### src/rtl/rrs_pkg.sv
`timescale 1ns/1ps
// Shared definitions for the rename-reorder shelf.
// Assumes a fixed two-bit functional-unit class field.
package rrs_pkg;
    localparam int FU_W = 2;
    typedef enum logic [FU_W-1:0] {
        FU_INT = 2'd0,
        FU_MUL = 2'd1,
        FU_MEM = 2'd2,
        FU_BRN = 2'd3
    } fu_kind_e;
endpackage

### src/rtl/rrs_ptr_ctrl.sv
`timescale 1ns/1ps
// Allocation and commit pointers with an occupancy count.
// Assumes N is a power of two, so the pointers wrap naturally.
// A flush cuts the queue back to just after flush_tag.
// Alloc and retire are already gated off by the caller during a flush.
module rrs_ptr_ctrl #(
    parameter int N = 8
) (
    input  logic                   clk,
    input  logic                   rst_n,
    input  logic                   alloc,
    input  logic                   retire,
    input  logic                   flush,
    input  logic [$clog2(N)-1:0]   flush_tag,
    output logic [$clog2(N)-1:0]   head,
    output logic [$clog2(N)-1:0]   tail,
    output logic                   full,
    output logic                   empty
);
    localparam int IW = $clog2(N);
    localparam int CW = $clog2(N + 1);

    logic [CW-1:0] cnt;
    logic [IW-1:0] flush_age;

    // Distance of the flushed slot from the oldest slot.
    always_comb flush_age = flush_tag - tail;

    // Advance the pointers and track occupancy.
    always_ff @(posedge clk) begin
        if (!rst_n) begin
            head <= '0;
            tail <= '0;
            cnt  <= '0;
        end else if (flush) begin
            head <= flush_tag + 1'b1;
            cnt  <= CW'(flush_age) + CW'(1);
        end else begin
            head <= head + IW'(alloc);
            tail <= tail + IW'(retire);
            cnt  <= cnt + CW'(alloc) - CW'(retire);
        end
    end

    // Occupancy flags.
    always_comb begin
        full  = (cnt == CW'(N));
        empty = (cnt == '0);
    end

    p_no_overflow_r12: assert property (@(posedge clk) disable iff (!rst_n)
        full |-> !alloc);
    p_no_underflow_r8: assert property (@(posedge clk) disable iff (!rst_n)
        empty |-> !retire);
endmodule

### src/rtl/rrs_src_lookup.sv
`timescale 1ns/1ps
// Associative rename lookup for one source operand.
// Matches active slots whose destination equals the source register and whose
// newest-writer bit is set. Skips a slot that commits in this cycle.
// Reports the producer's lock state, with a same-cycle update bypass.
// Assumes at most one newest writer per register.
module rrs_src_lookup #(
    parameter int N  = 8,
    parameter int RW = 3
) (
    input  logic                          clk,
    input  logic                          rst_n,
    input  logic [N-1:0]                  live,
    input  logic [N-1:0]                  newest,
    input  logic [N-1:0]                  done,
    input  logic [N-1:0][RW-1:0]          dst,
    input  logic [RW-1:0]                 src,
    input  logic                          ret_fire,
    input  logic [$clog2(N)-1:0]          ret_slot,
    input  logic                          upd_valid,
    input  logic [$clog2(N)-1:0]          upd_tag,
    output logic                          hit,
    output logic [$clog2(N)-1:0]          id,
    output logic                          lock
);
    localparam int IW = $clog2(N);

    logic [N-1:0] match;

    // Compare the source against every slot's destination field.
    always_comb begin
        for (int i = 0; i < N; i++) begin
            match[i] = live[i] && newest[i] && (dst[i] == src)
                       && !(ret_fire && (ret_slot == IW'(i)));
        end
    end

    // Encode the match and derive the lock state.
    always_comb begin
        id = '0;
        for (int i = 0; i < N; i++) begin
            if (match[i]) id = id | IW'(i);
        end
        hit  = |match;
        lock = hit && !done[id] && !(upd_valid && (upd_tag == id));
    end

    p_single_writer_r5: assert property (@(posedge clk) disable iff (!rst_n)
        $onehot0(match));
endmodule

### src/rtl/rrs_flush_mask.sv
`timescale 1ns/1ps
// Flush support: finds the slots younger than flush_tag.
// For the slots that survive, recomputes which one is the newest writer of
// each destination register.
// Age is measured from the oldest slot (tail). Assumes flush_tag is active.
module rrs_flush_mask #(
    parameter int N  = 8,
    parameter int RW = 3
) (
    input  logic [N-1:0]          live,
    input  logic [N-1:0][RW-1:0]  dst,
    input  logic [$clog2(N)-1:0]  tail,
    input  logic [$clog2(N)-1:0]  flush_tag,
    output logic [N-1:0]          kill,
    output logic [N-1:0]          newest_fix
);
    localparam int IW = $clog2(N);

    logic [N-1:0][IW-1:0] age;
    logic [IW-1:0]        cut_age;
    logic [N-1:0]         keep;

    // Age of each slot and the set of slots kept.
    always_comb begin
        cut_age = flush_tag - tail;
        for (int i = 0; i < N; i++) begin
            age[i]  = IW'(i) - tail;
            kill[i] = live[i] && (age[i] > cut_age);
            keep[i] = live[i] && !kill[i];
        end
    end

    // A kept slot is newest unless a younger kept slot writes the same register.
    always_comb begin
        for (int i = 0; i < N; i++) begin
            newest_fix[i] = keep[i];
            for (int j = 0; j < N; j++) begin
                if (keep[j] && (age[j] > age[i]) && (dst[j] == dst[i]))
                    newest_fix[i] = 1'b0;
            end
        end
    end
endmodule

### src/rtl/rrs_shelf.sv
`timescale 1ns/1ps
// Unified rename / reorder / reservation shelf.
// A circular array of N slots, one per instruction in flight, with the slot
// index serving as the tag.
// Handles one issue, update, dispatch and commit per cycle.
// Commits go out to an external architectural register file.
// Assumes updates, dispatches and flushes name active slots.
module rrs_shelf #(
    parameter int N    = 8,
    parameter int NREG = 8,
    parameter int DW   = 16,
    parameter int PW   = 16,
    localparam int IW  = $clog2(N),
    localparam int RW  = $clog2(NREG)
) (
    input  logic                    clk,
    input  logic                    rst_n,
    input  logic                    iss_valid,
    input  logic [RW-1:0]           iss_dst,
    input  logic [RW-1:0]           iss_src1,
    input  logic [RW-1:0]           iss_src2,
    input  logic [rrs_pkg::FU_W-1:0] iss_fu,
    input  logic [PW-1:0]           iss_pc,
    output logic [IW-1:0]           iss_tag,
    output logic                    iss_s1_hit,
    output logic [IW-1:0]           iss_s1_id,
    output logic                    iss_s1_lock,
    output logic                    iss_s2_hit,
    output logic [IW-1:0]           iss_s2_id,
    output logic                    iss_s2_lock,
    input  logic                    upd_valid,
    input  logic [IW-1:0]           upd_tag,
    input  logic [DW-1:0]           upd_data,
    input  logic                    disp_valid,
    input  logic [IW-1:0]           disp_tag,
    output logic [rrs_pkg::FU_W-1:0] disp_fu,
    output logic [PW-1:0]           disp_pc,
    output logic [RW-1:0]           disp_s1_reg,
    output logic [IW-1:0]           disp_s1_id,
    output logic                    disp_s1_hit,
    output logic [RW-1:0]           disp_s2_reg,
    output logic [IW-1:0]           disp_s2_id,
    output logic                    disp_s2_hit,
    output logic [N-1:0]            ready_vec,
    output logic                    ret_valid,
    output logic [RW-1:0]           ret_dst,
    output logic [DW-1:0]           ret_data,
    output logic [PW-1:0]           ret_pc,
    input  logic                    flush_valid,
    input  logic [IW-1:0]           flush_tag,
    output logic                    full,
    output logic                    empty
);
    import rrs_pkg::*;

    // Slot state.
    logic [N-1:0]            live, newest, disp, done;
    logic [N-1:0]            lk1, lk2, hv1, hv2;
    logic [N-1:0][RW-1:0]    rd, rn1, rn2;
    logic [N-1:0][IW-1:0]    id1, id2;
    logic [N-1:0][DW-1:0]    data;
    logic [N-1:0][PW-1:0]    pcs;
    fu_kind_e                fu [N];

    logic [IW-1:0]           head, tail;
    logic                    iss_fire, ret_fire;
    logic [N-1:0]            kill, newest_fix;
    logic [1:0][RW-1:0]      src;
    logic [1:0]              s_hit, s_lock;
    logic [1:0][IW-1:0]      s_id;

    // Accept issue and commit only outside a flush.
    always_comb begin
        iss_fire = iss_valid && !full && !flush_valid;
        ret_fire = live[tail] && done[tail] && !flush_valid;
    end

    rrs_ptr_ctrl #(.N(N)) u_ptr (
        .clk(clk), .rst_n(rst_n), .alloc(iss_fire), .retire(ret_fire),
        .flush(flush_valid), .flush_tag(flush_tag),
        .head(head), .tail(tail), .full(full), .empty(empty)
    );

    rrs_flush_mask #(.N(N), .RW(RW)) u_flush (
        .live(live), .dst(rd), .tail(tail), .flush_tag(flush_tag),
        .kill(kill), .newest_fix(newest_fix)
    );

    // Pack the two issue sources for the lookup array.
    always_comb begin
        src[0] = iss_src1;
        src[1] = iss_src2;
    end

    for (genvar s = 0; s < 2; s++) begin : g_lookup
        rrs_src_lookup #(.N(N), .RW(RW)) u_lk (
            .clk(clk), .rst_n(rst_n), .live(live), .newest(newest),
            .done(done), .dst(rd), .src(src[s]), .ret_fire(ret_fire),
            .ret_slot(tail), .upd_valid(upd_valid), .upd_tag(upd_tag),
            .hit(s_hit[s]), .id(s_id[s]), .lock(s_lock[s])
        );
    end

    // Issue-side outputs.
    always_comb begin
        iss_tag     = head;
        iss_s1_hit  = s_hit[0];
        iss_s1_id   = s_id[0];
        iss_s1_lock = s_lock[0];
        iss_s2_hit  = s_hit[1];
        iss_s2_id   = s_id[1];
        iss_s2_lock = s_lock[1];
    end

    // Slot state update: flush, commit, issue, wakeup, dispatch.
    always_ff @(posedge clk) begin
        if (!rst_n) begin
            live <= '0; newest <= '0; disp <= '0; done <= '0;
            lk1 <= '0; lk2 <= '0; hv1 <= '0; hv2 <= '0;
            rd <= '0; rn1 <= '0; rn2 <= '0; id1 <= '0; id2 <= '0;
            data <= '0; pcs <= '0;
            for (int i = 0; i < N; i++) fu[i] <= FU_INT;
        end else begin
            for (int i = 0; i < N; i++) begin
                if (flush_valid) begin
                    live[i]   <= live[i] && !kill[i];
                    newest[i] <= newest_fix[i];
                end else begin
                    if (ret_fire && (tail == IW'(i))) begin
                        live[i]   <= 1'b0;
                        newest[i] <= 1'b0;
                    end
                    if (iss_fire && live[i] && (rd[i] == iss_dst))
                        newest[i] <= 1'b0;
                end
                if (upd_valid && (upd_tag == IW'(i))) begin
                    data[i] <= upd_data;
                    done[i] <= 1'b1;
                end
                if (upd_valid && hv1[i] && (id1[i] == upd_tag)) lk1[i] <= 1'b0;
                if (upd_valid && hv2[i] && (id2[i] == upd_tag)) lk2[i] <= 1'b0;
                if (disp_valid && (disp_tag == IW'(i))) disp[i] <= 1'b1;
                if (iss_fire && (head == IW'(i))) begin
                    live[i]   <= 1'b1;
                    newest[i] <= 1'b1;
                    disp[i]   <= 1'b0;
                    done[i]   <= 1'b0;
                    rd[i]     <= iss_dst;
                    rn1[i]    <= iss_src1;
                    rn2[i]    <= iss_src2;
                    hv1[i]    <= s_hit[0];
                    hv2[i]    <= s_hit[1];
                    id1[i]    <= s_id[0];
                    id2[i]    <= s_id[1];
                    lk1[i]    <= s_lock[0];
                    lk2[i]    <= s_lock[1];
                    pcs[i]    <= iss_pc;
                    fu[i]     <= fu_kind_e'(iss_fu);
                end
            end
        end
    end

    // Readiness, dispatch read port and commit port.
    always_comb begin
        ready_vec   = live & ~lk1 & ~lk2 & ~disp & ~done;
        disp_fu     = fu[disp_tag];
        disp_pc     = pcs[disp_tag];
        disp_s1_reg = rn1[disp_tag];
        disp_s1_id  = id1[disp_tag];
        disp_s1_hit = hv1[disp_tag];
        disp_s2_reg = rn2[disp_tag];
        disp_s2_id  = id2[disp_tag];
        disp_s2_hit = hv2[disp_tag];
        ret_valid   = ret_fire;
        ret_dst     = rd[tail];
        ret_data    = data[tail];
        ret_pc      = pcs[tail];
    end

    p_alloc_slot_free_r2: assert property (@(posedge clk) disable iff (!rst_n)
        iss_fire |-> !live[head]);
    p_upd_target_live_r6: assert property (@(posedge clk) disable iff (!rst_n)
        upd_valid |-> live[upd_tag]);
    p_exec_after_upd_r6: assert property (@(posedge clk) disable iff (!rst_n)
        (upd_valid && !flush_valid) |=> done[$past(upd_tag)]);
    p_empty_idle_r12: assert property (@(posedge clk) disable iff (!rst_n)
        empty |-> (live == '0));
    p_flush_target_live_r11: assert property (@(posedge clk) disable iff (!rst_n)
        flush_valid |-> live[flush_tag]);
endmodule

### config.mk
export PLATFORM = sky130hd
export DESIGN_NAME = rrs_shelf
export DESIGN_NICKNAME = d
export VERILOG_FILES = /design/src/rtl/rrs_pkg.sv /design/src/rtl/rrs_ptr_ctrl.sv /design/src/rtl/rrs_src_lookup.sv /design/src/rtl/rrs_flush_mask.sv /design/src/rtl/rrs_shelf.sv
export SDC_FILE = /design/constraint.sdc
export NUM_CORES = 1
export LEC_CHECK = 0
export CORE_UTILIZATION = 45
export CTS_CLUSTER_DIAMETER = 30
export DETAILED_ROUTE_END_ITERATION = 8
export PLACE_DENSITY = 0.62
export SLEW_MARGIN = 20
export SYNTH_ARGS = -nofsm -noshare
export SYNTH_HDL_FRONTEND = slang
export SYNTH_SLANG_ARGS = --single-unit
### constraint.sdc
create_clock -name clk -period 5.9 [get_ports clk]
set_input_delay 1.18 -clock clk [delete_from_list [all_inputs] [get_ports clk]]
set_output_delay 1.18 -clock clk [all_outputs]
set_load 0.1 [all_outputs]
After elaboration in Yosys (flattened, before gate mapping)
Memory sizes are Yosys's and may differ from the RTL's.
Cells that the tools add are included.
{"block": "classes", "n_addsub": 15, "n_mux": 221, "n_eq_ne": 127, "n_bitwise": 17, "reduce_logical": 335, "order_cmp": 76}
{"operator": "equality test 3 bit", "n": 98}
{"operator": "logical AND 1 bit", "n": 266}
{"operator": "> comparator 3 bit", "n": 72}
{"operator": "2-to-1 mux 1 bit", "n": 177}
{"operator": "binary-select mux 16 bit (select 3 bit)", "n": 3}
{"operator": "equality test 3 bit, second input constant", "n": 16}
{"operator": "2-to-1 mux 16 bit", "n": 3}
{"operator": "binary-select mux 3 bit (select 3 bit)", "n": 5}
{"operator": "2-to-1 mux 3 bit", "n": 14}
{"operator": "bitwise AND 8 bit", "n": 4}
{"operator": "inverter 8 bit", "n": 4}
{"operator": "nonzero test 2 bit", "n": 16}
{"operator": "nonzero test 4 bit", "n": 8}
{"operator": "equality test 3 x 2 -> 1 bit, second input constant", "n": 8}
{"operator": "2-to-1 mux 2 bit", "n": 12}
{"operator": "nonzero test 3 bit", "n": 8}
{"operator": "logical NOT 1 bit", "n": 22}
{"operator": "binary-select mux 1 bit (select 3 bit)", "n": 6}
{"operator": "less-than comparator 3 x 4 -> 1 bit, second input constant", "n": 4}
{"operator": "OR reduction 2 bit", "n": 8}
{"operator": "OR reduction 8 bit", "n": 2}
{"operator": "equality test 3 x 1 -> 1 bit, second input constant", "n": 4}
{"operator": "logical NOT 3 bit", "n": 4}
{"operator": "subtractor 3 bit, first input constant", "n": 4}
{"operator": "13 further kinds", "n": 23}
{"block": "totals", "mem_bits_rw": 16, "input_bits": 58, "register_bits": 450, "wordCells": 915, "n_memories": 1, "out_inout_bits": 91}
{"name": "fu", "depth": 8, "width": 2, "read_ports": 1, "rd_clocked_by_memory_dff": 0, "write_ports": 8, "line": "rrs_shelf.sv:63", "rtl": "fu_kind_e fu [N];"}

Depth between registers and ports, before layout
{"block": "logic_depth", "ltp_word": 20, "depth_mapped": 15, "ltp_nobuf": 15}

Cells and area by module
A second synthesis with hierarchy kept.
{"block": "unflattened", "hier_cells": 3048, "hier_area_um2": 26070.0}
{"module": "rrs_shelf", "cells_per_inst": 2438, "seq_area_each_um2": 9288.9, "instances": 1, "area_each_um2": 21340.5}
{"module": "rrs_flush_mask", "cells_per_inst": 384, "seq_area_each_um2": 0.0, "instances": 1, "area_each_um2": 2788.9}
{"module": "rrs_src_lookup", "cells_per_inst": 73, "seq_area_each_um2": 0.0, "instances": 2, "area_each_um2": 599.3}
{"module": "rrs_ptr_ctrl", "cells_per_inst": 80, "seq_area_each_um2": 200.2, "instances": 1, "area_each_um2": 742.0}

Worst setup path after synthesis
Ideal clock, no wire load.
{"block": "synth_path", "kind": "reg-to-output", "startpoint": "register u_ptr.tail[1]", "endpoint": "output port iss_s2_lock", "n_path_buf": 1, "setup_slack_ns": -1.219, "t_required_ns": 4.720, "stages_incl_launch_ff": 12, "arrival_time_ns": 5.939, "cell_sequence": "dfxtp_1 > buf_4 > inv_2 > mux4_2 > mux2i_4 > and2_1 > a21oi_1 > a211oi_2 > inv_1 > nor2_1 > a221oi_4 > nor3_1"}
{"block": "synth_between", "word_cells_on_any_way": 54, "cone_classes": "eq/ne: 8; mux: 13; reduce/logical: 33"}
{"item": "start, declared", "line": "rrs_ptr_ctrl.sv:16", "rtl": "output logic [$clog2(N)-1:0] tail,"}
{"item": "start signal, assigned", "line": "rrs_ptr_ctrl.sv:40", "rtl": "tail <= tail + IW'(retire);"}
{"item": "binary-select mux 1 bit (select 3 bit)", "line": "rrs_shelf.sv:75", "rtl": "ret_fire = live[tail] && done[tail] && !flush_valid;"}
{"item": "2-to-1 mux 1 bit (implied by the code)", "line": "rrs_shelf.sv:75"}
{"item": "logical AND 1 bit * (2 in series)", "line": "rrs_shelf.sv:75"}
{"item": "net ret_valid", "line": "rrs_shelf.sv:45", "rtl": "output logic ret_valid,"}
{"item": "logical AND 1 bit", "line": "rrs_src_lookup.sv:34", "rtl": "&& !(ret_fire && (ret_slot == IW'(i)));"}
{"item": "logical NOT 1 bit", "line": "rrs_src_lookup.sv:34"}
{"item": "logical AND 1 bit", "line": "rrs_src_lookup.sv:34"}
{"item": "2-to-1 mux 3 bit (3 in series)", "line": "rrs_src_lookup.sv:42", "rtl": "if (match[i]) id = id | IW'(i);"}
{"item": "2-to-1 mux 3 bit *", "line": "rrs_src_lookup.sv:42"}
{"item": "net iss_s2_id[2]", "line": "rrs_shelf.sv:29", "rtl": "output logic [IW-1:0] iss_s2_id,"}
{"item": "binary-select mux 1 bit (select 3 bit)", "line": "rrs_src_lookup.sv:45", "rtl": "lock = hit && !done[id] && !(upd_valid && (upd_tag == id));"}
{"item": "2-to-1 mux 1 bit (implied by the code)", "line": "rrs_src_lookup.sv:45"}
{"item": "logical NOT 1 bit", "line": "rrs_src_lookup.sv:45"}
{"item": "logical AND 1 bit", "line": "rrs_src_lookup.sv:45"}
{"item": "logical AND 1 bit *", "line": "rrs_src_lookup.sv:45"}
{"item": "end, declared", "line": "rrs_shelf.sv:30", "rtl": "output logic iss_s2_lock,"}
The timed path passes the listed nets; every way through them passes the cells marked *. The select of a mux whose other input is x is not followed.

Final worst setup path
{"block": "layout_path", "startpoint": "input port flush_valid", "endpoint": "output port iss_s1_lock"}
{"block": "layout_between", "elab_chain_cells": 17, "word_cells_on_any_way": 42, "cone_classes": "eq/ne: 1; mux: 9; reduce/logical: 32"}
{"item": "start, declared", "line": "rrs_shelf.sv:49", "rtl": "input logic flush_valid,"}
{"item": "logical NOT 1 bit *", "line": "rrs_shelf.sv:75"}
{"item": "logical AND 1 bit *", "line": "rrs_shelf.sv:75"}
{"item": "logical AND 1 bit", "line": "rrs_src_lookup.sv:34"}
{"item": "logical NOT 1 bit", "line": "rrs_src_lookup.sv:34"}
{"item": "logical AND 1 bit", "line": "rrs_src_lookup.sv:34"}
{"item": "2-to-1 mux 1 bit", "line": "rrs_src_lookup.sv:42"}
{"item": "2-to-1 mux 2 bit (2 in series)", "line": "rrs_src_lookup.sv:42"}
{"item": "2-to-1 mux 3 bit (4 in series)", "line": "rrs_src_lookup.sv:42"}
{"item": "binary-select mux 1 bit (select 3 bit)", "line": "rrs_src_lookup.sv:45"}
{"item": "2-to-1 mux 1 bit (implied by the code)", "line": "rrs_src_lookup.sv:45"}
{"item": "logical NOT 1 bit", "line": "rrs_src_lookup.sv:45"}
{"item": "logical AND 1 bit", "line": "rrs_src_lookup.sv:45"}
{"item": "logical AND 1 bit *", "line": "rrs_src_lookup.sv:45"}
{"item": "end, declared", "line": "rrs_shelf.sv:27", "rtl": "output logic iss_s1_lock,"}
Mark *: on every way between the ends. The rest lies on a longest branch, timed or not. The select of a mux whose other input is x is not followed.

==> results by group <==
Status
  • Outcome: finished clean

CTS
  • CTS Root Cell: clkbuf_16
  • H-tree Lvls: 3
  • Post_cts resized: 0
  • CTS sink count: about 470
  • Clk pin slew, worst setup/hold paths: 50 ps
  • CTS tree: built
  • # hold bufs at CTS: 0
  • CTS Buf Count: 99
  • Worst-Skew Late Latency: around 650 ps
  • Clock Path Buffers: 3
  • Setup bufs post-CTS: 0

Setup path
  • CP max-delay cell: clkdlybuf4s50_1
  • WP data required: around 4700 ps
  • Critical Path AT: approximately 4500 ps
  • CP max stage delay: 500 ps
  • Worst Path Max Fanout: 7
  • Setup crit end kind: output port
  • R2r worst-path depth: 14
  • Crit-path cells: clkdlybuf4s50_1 -> nand4b_1 -> o311ai_0 -> or4_1 -> o31ai_4 -> nor2_1 -> mux2_2 -> a2111oi_1 -> buf_4 -> o21ai_4 -> inv_1 -> buf_12
  • CP startpoint kind: input port
  • WS Path Type: input port to output port

Floorplan
  • Standard-cell rows: 86
  • Core area: approximately 0.055 sq mm
  • Chip height: 239 um
  • Initial Util: between 40% and 50%
  • Die X: about 240 um
  • Num ports: 149
  • Die area: around 0.057 sq mm

Logic synthesis
  • Syn_area_per_cell: between 8 and 9 sq um
  • Ys Warns: 0
  • Syn nets: around 3100
  • Post-Synthesis Cells: roughly 3000
  • Synthesized area: 0.0253 sq mm
  • Post-synthesis sequential area ratio: between 30% and 40%
  • Main flop type after synthesis: dfxtp_1
  • Post-synth EDFFs: 16
  • Yosys reg bits: about 470
  • Synth async-reset ratio: 0%
  • Distinct cells, synth: 73

STA
  • Transition time at the pin with the least slew margin: around 1100 ps
  • Unrepaired setup endpoints after global routing: no
  • Final Hold Viols: 0
  • Count of pins over their slew limit: 0
  • Clock skew: between 30 and 40 ps
  • Slew HR: between 20% and 30%
  • # setup viols final: 0
  • Setup tns final: 0 ps
  • Final period util: between 90% and 100%
  • Crit path time final: 5690 ps
  • Hold slack: about 450 ps
  • Fmax achieved: around 180 MHz

Detailed routing
  • Detailed Route WL: around 90000 um
  • Avg WL per Cell: ~23 um
  • Detailed Routing Iterations Pass 1: 5
  • Drc violations: 0
  • DR vias/cell: 5.92
  • Via count: ~23000
  • Initial drt markers: ~1900
  • Antenna-violating nets left: 0

Power
  • Leak: roughly 0.011 uW
  • Max VDD drop: ~0.00025 V
  • Pwr Density: around 320 mW/mm^2

Min path
  • Hold Crit Depth: 2
  • Hold Crit Class: flop to flop

Layout
  • Most frequent cells in the layout: nand2_1 (836), dfxtp_1 (447), a21oi_1 (382)
  • Fraction of layout cells with a size suffix above 1: approximately 17%
  • Area grow syn2layout: 22.6%
  • Final core utilization: a little under three fifths
  • Final #Nets: around 3200
  • Most common cell after layout, fill and taps aside: nand2_1

Run
  • Max Cap Violations: 0

Placed design
  • Number of buffers added on ports: 148
  • Hpwl dp: a little under 60000 um
  • Final GP Congestion: 0.991

Global route
  • Largest net degree at the start of global routing: around 190
  • Tot GR Track Use: a little under a third
  • First-pass GRT wire length: between 100000 and 150000 um
  • Vias in the first global route: approximately 23000
  • Initial antenna violation count: 1
  • Aggregate global routing overflow: 0
==> flip-flops by register name, summed over array words and instances, names as in the netlist, 16 cells and up <==
register / count
rn2: 24
pcs: 128
fu: 16
rn1: 24
id2: 24
id1: 24
rd: 24
data: 128
==> cell families (layout without fill, tap and decap cells) <==
group / count (synthesis) / in the layout / synth area share [%]
and+or+nand+nor: 1188 / 1188 / 19.5
muxes: 183 / 183 / 14.2
xor gates and xnor gates: 218 / 218 / 7.56
buffers and inverters: 318 / 474 / 4.95
DFF: 466 / 466 / 37.6
adders and majority gates: 59 / 59 / 2.97
other: 0 / 1 / 0
AOI/OAI and AO/OA: 567 / 567 / 13.2
==> layer usage <==
metal  global-route usage, %  vias up  part of all wire (%)
met3                    5.55      279                   7.9
met5                       0        -                 0.014
met1                    39.0    11204                    39
met4                    18.5        2                   5.2
li1                        -    10520                     -
met2                    52.9     1095                    48
==> synth_stat cells, drive strengths merged (4+ instances only) <==
cell type	instances	area [sq um]
nand4	29	181
buf	58	234
nor2	148	558
xor2	104	911
nor3b	10	75.1
mux2i	11	126
o311ai	14	123
mux2	36	405
a211oi	63	478
or4	7	52.6
and2	10	62.6
o31ai	4	43.8
dfxtp	450	9010
nand3	55	275
o21ai	25	136
and3	7	43.8
clkbuf	212	836
nor2b	11	68.8
mux4	136	3060
nor4	16	100
xnor2	114	998
o41ai	9	86.3
a21oi	383	1920
o211ai	6	45.0
a31oi	19	119
ha	56	701
or3	5	31.3
o22ai	8	50.1
o31a	4	35.0
inv	46	173
edfxtp	16	480
nor3	39	221
nand2b	8	50.1
nand2	836	3140
a221oi	7	78.8
==> final timing paths <==
kind                                     to  slack (ps)          start
worst max-delay path            iss_s1_lock         210    flush_valid
worst min-delay path              data[118]         450      data[118]
worst max register to register    newest[4]         960  u_ptr.tail[1]
worst min register to register    data[118]         450      data[118]
==> area by class of cell <==
class                      instances  area (sq um)
clock buffer                     120          2690
tap                              748           936
multi-input combinational       2215         14600
antenna                            1          2.50
sequential                       466          9500
inverter                          48           188
timing repair buffer             238          2210
clock inverter                    68           812
fill                            4993         24400
==> worst max-delay path: cells and delay by family <==
kind | cells | cell delay, ps
compound gates | 4 | 1100
buf+inv | 4 | 1070
mux | 1 | 360
simple gates | 3 | 790
==> metrics by stage <==
step | area [sq um] | total power, uW | cells | setup WS (ps)
floorplan | 25300 | 3920 | 2999 | 274
global placement | 27400 | 4170 | 3715 | 383
detailed placement | 27400 | 4190 | 3715 | 304
CTS | 30900 | 9900 | 3903 | 271
global route | 31000 | 10100 | 3903 | 130
finish | 31000 | 9850 | 3904 | 207
==> report_power, final <==
group	internal [uW]	switching [uW]
sequential	3240	56.8
combinational	266	577
clock	3770	1950
total	7270	2580
(Power assumes the default switching activity.)
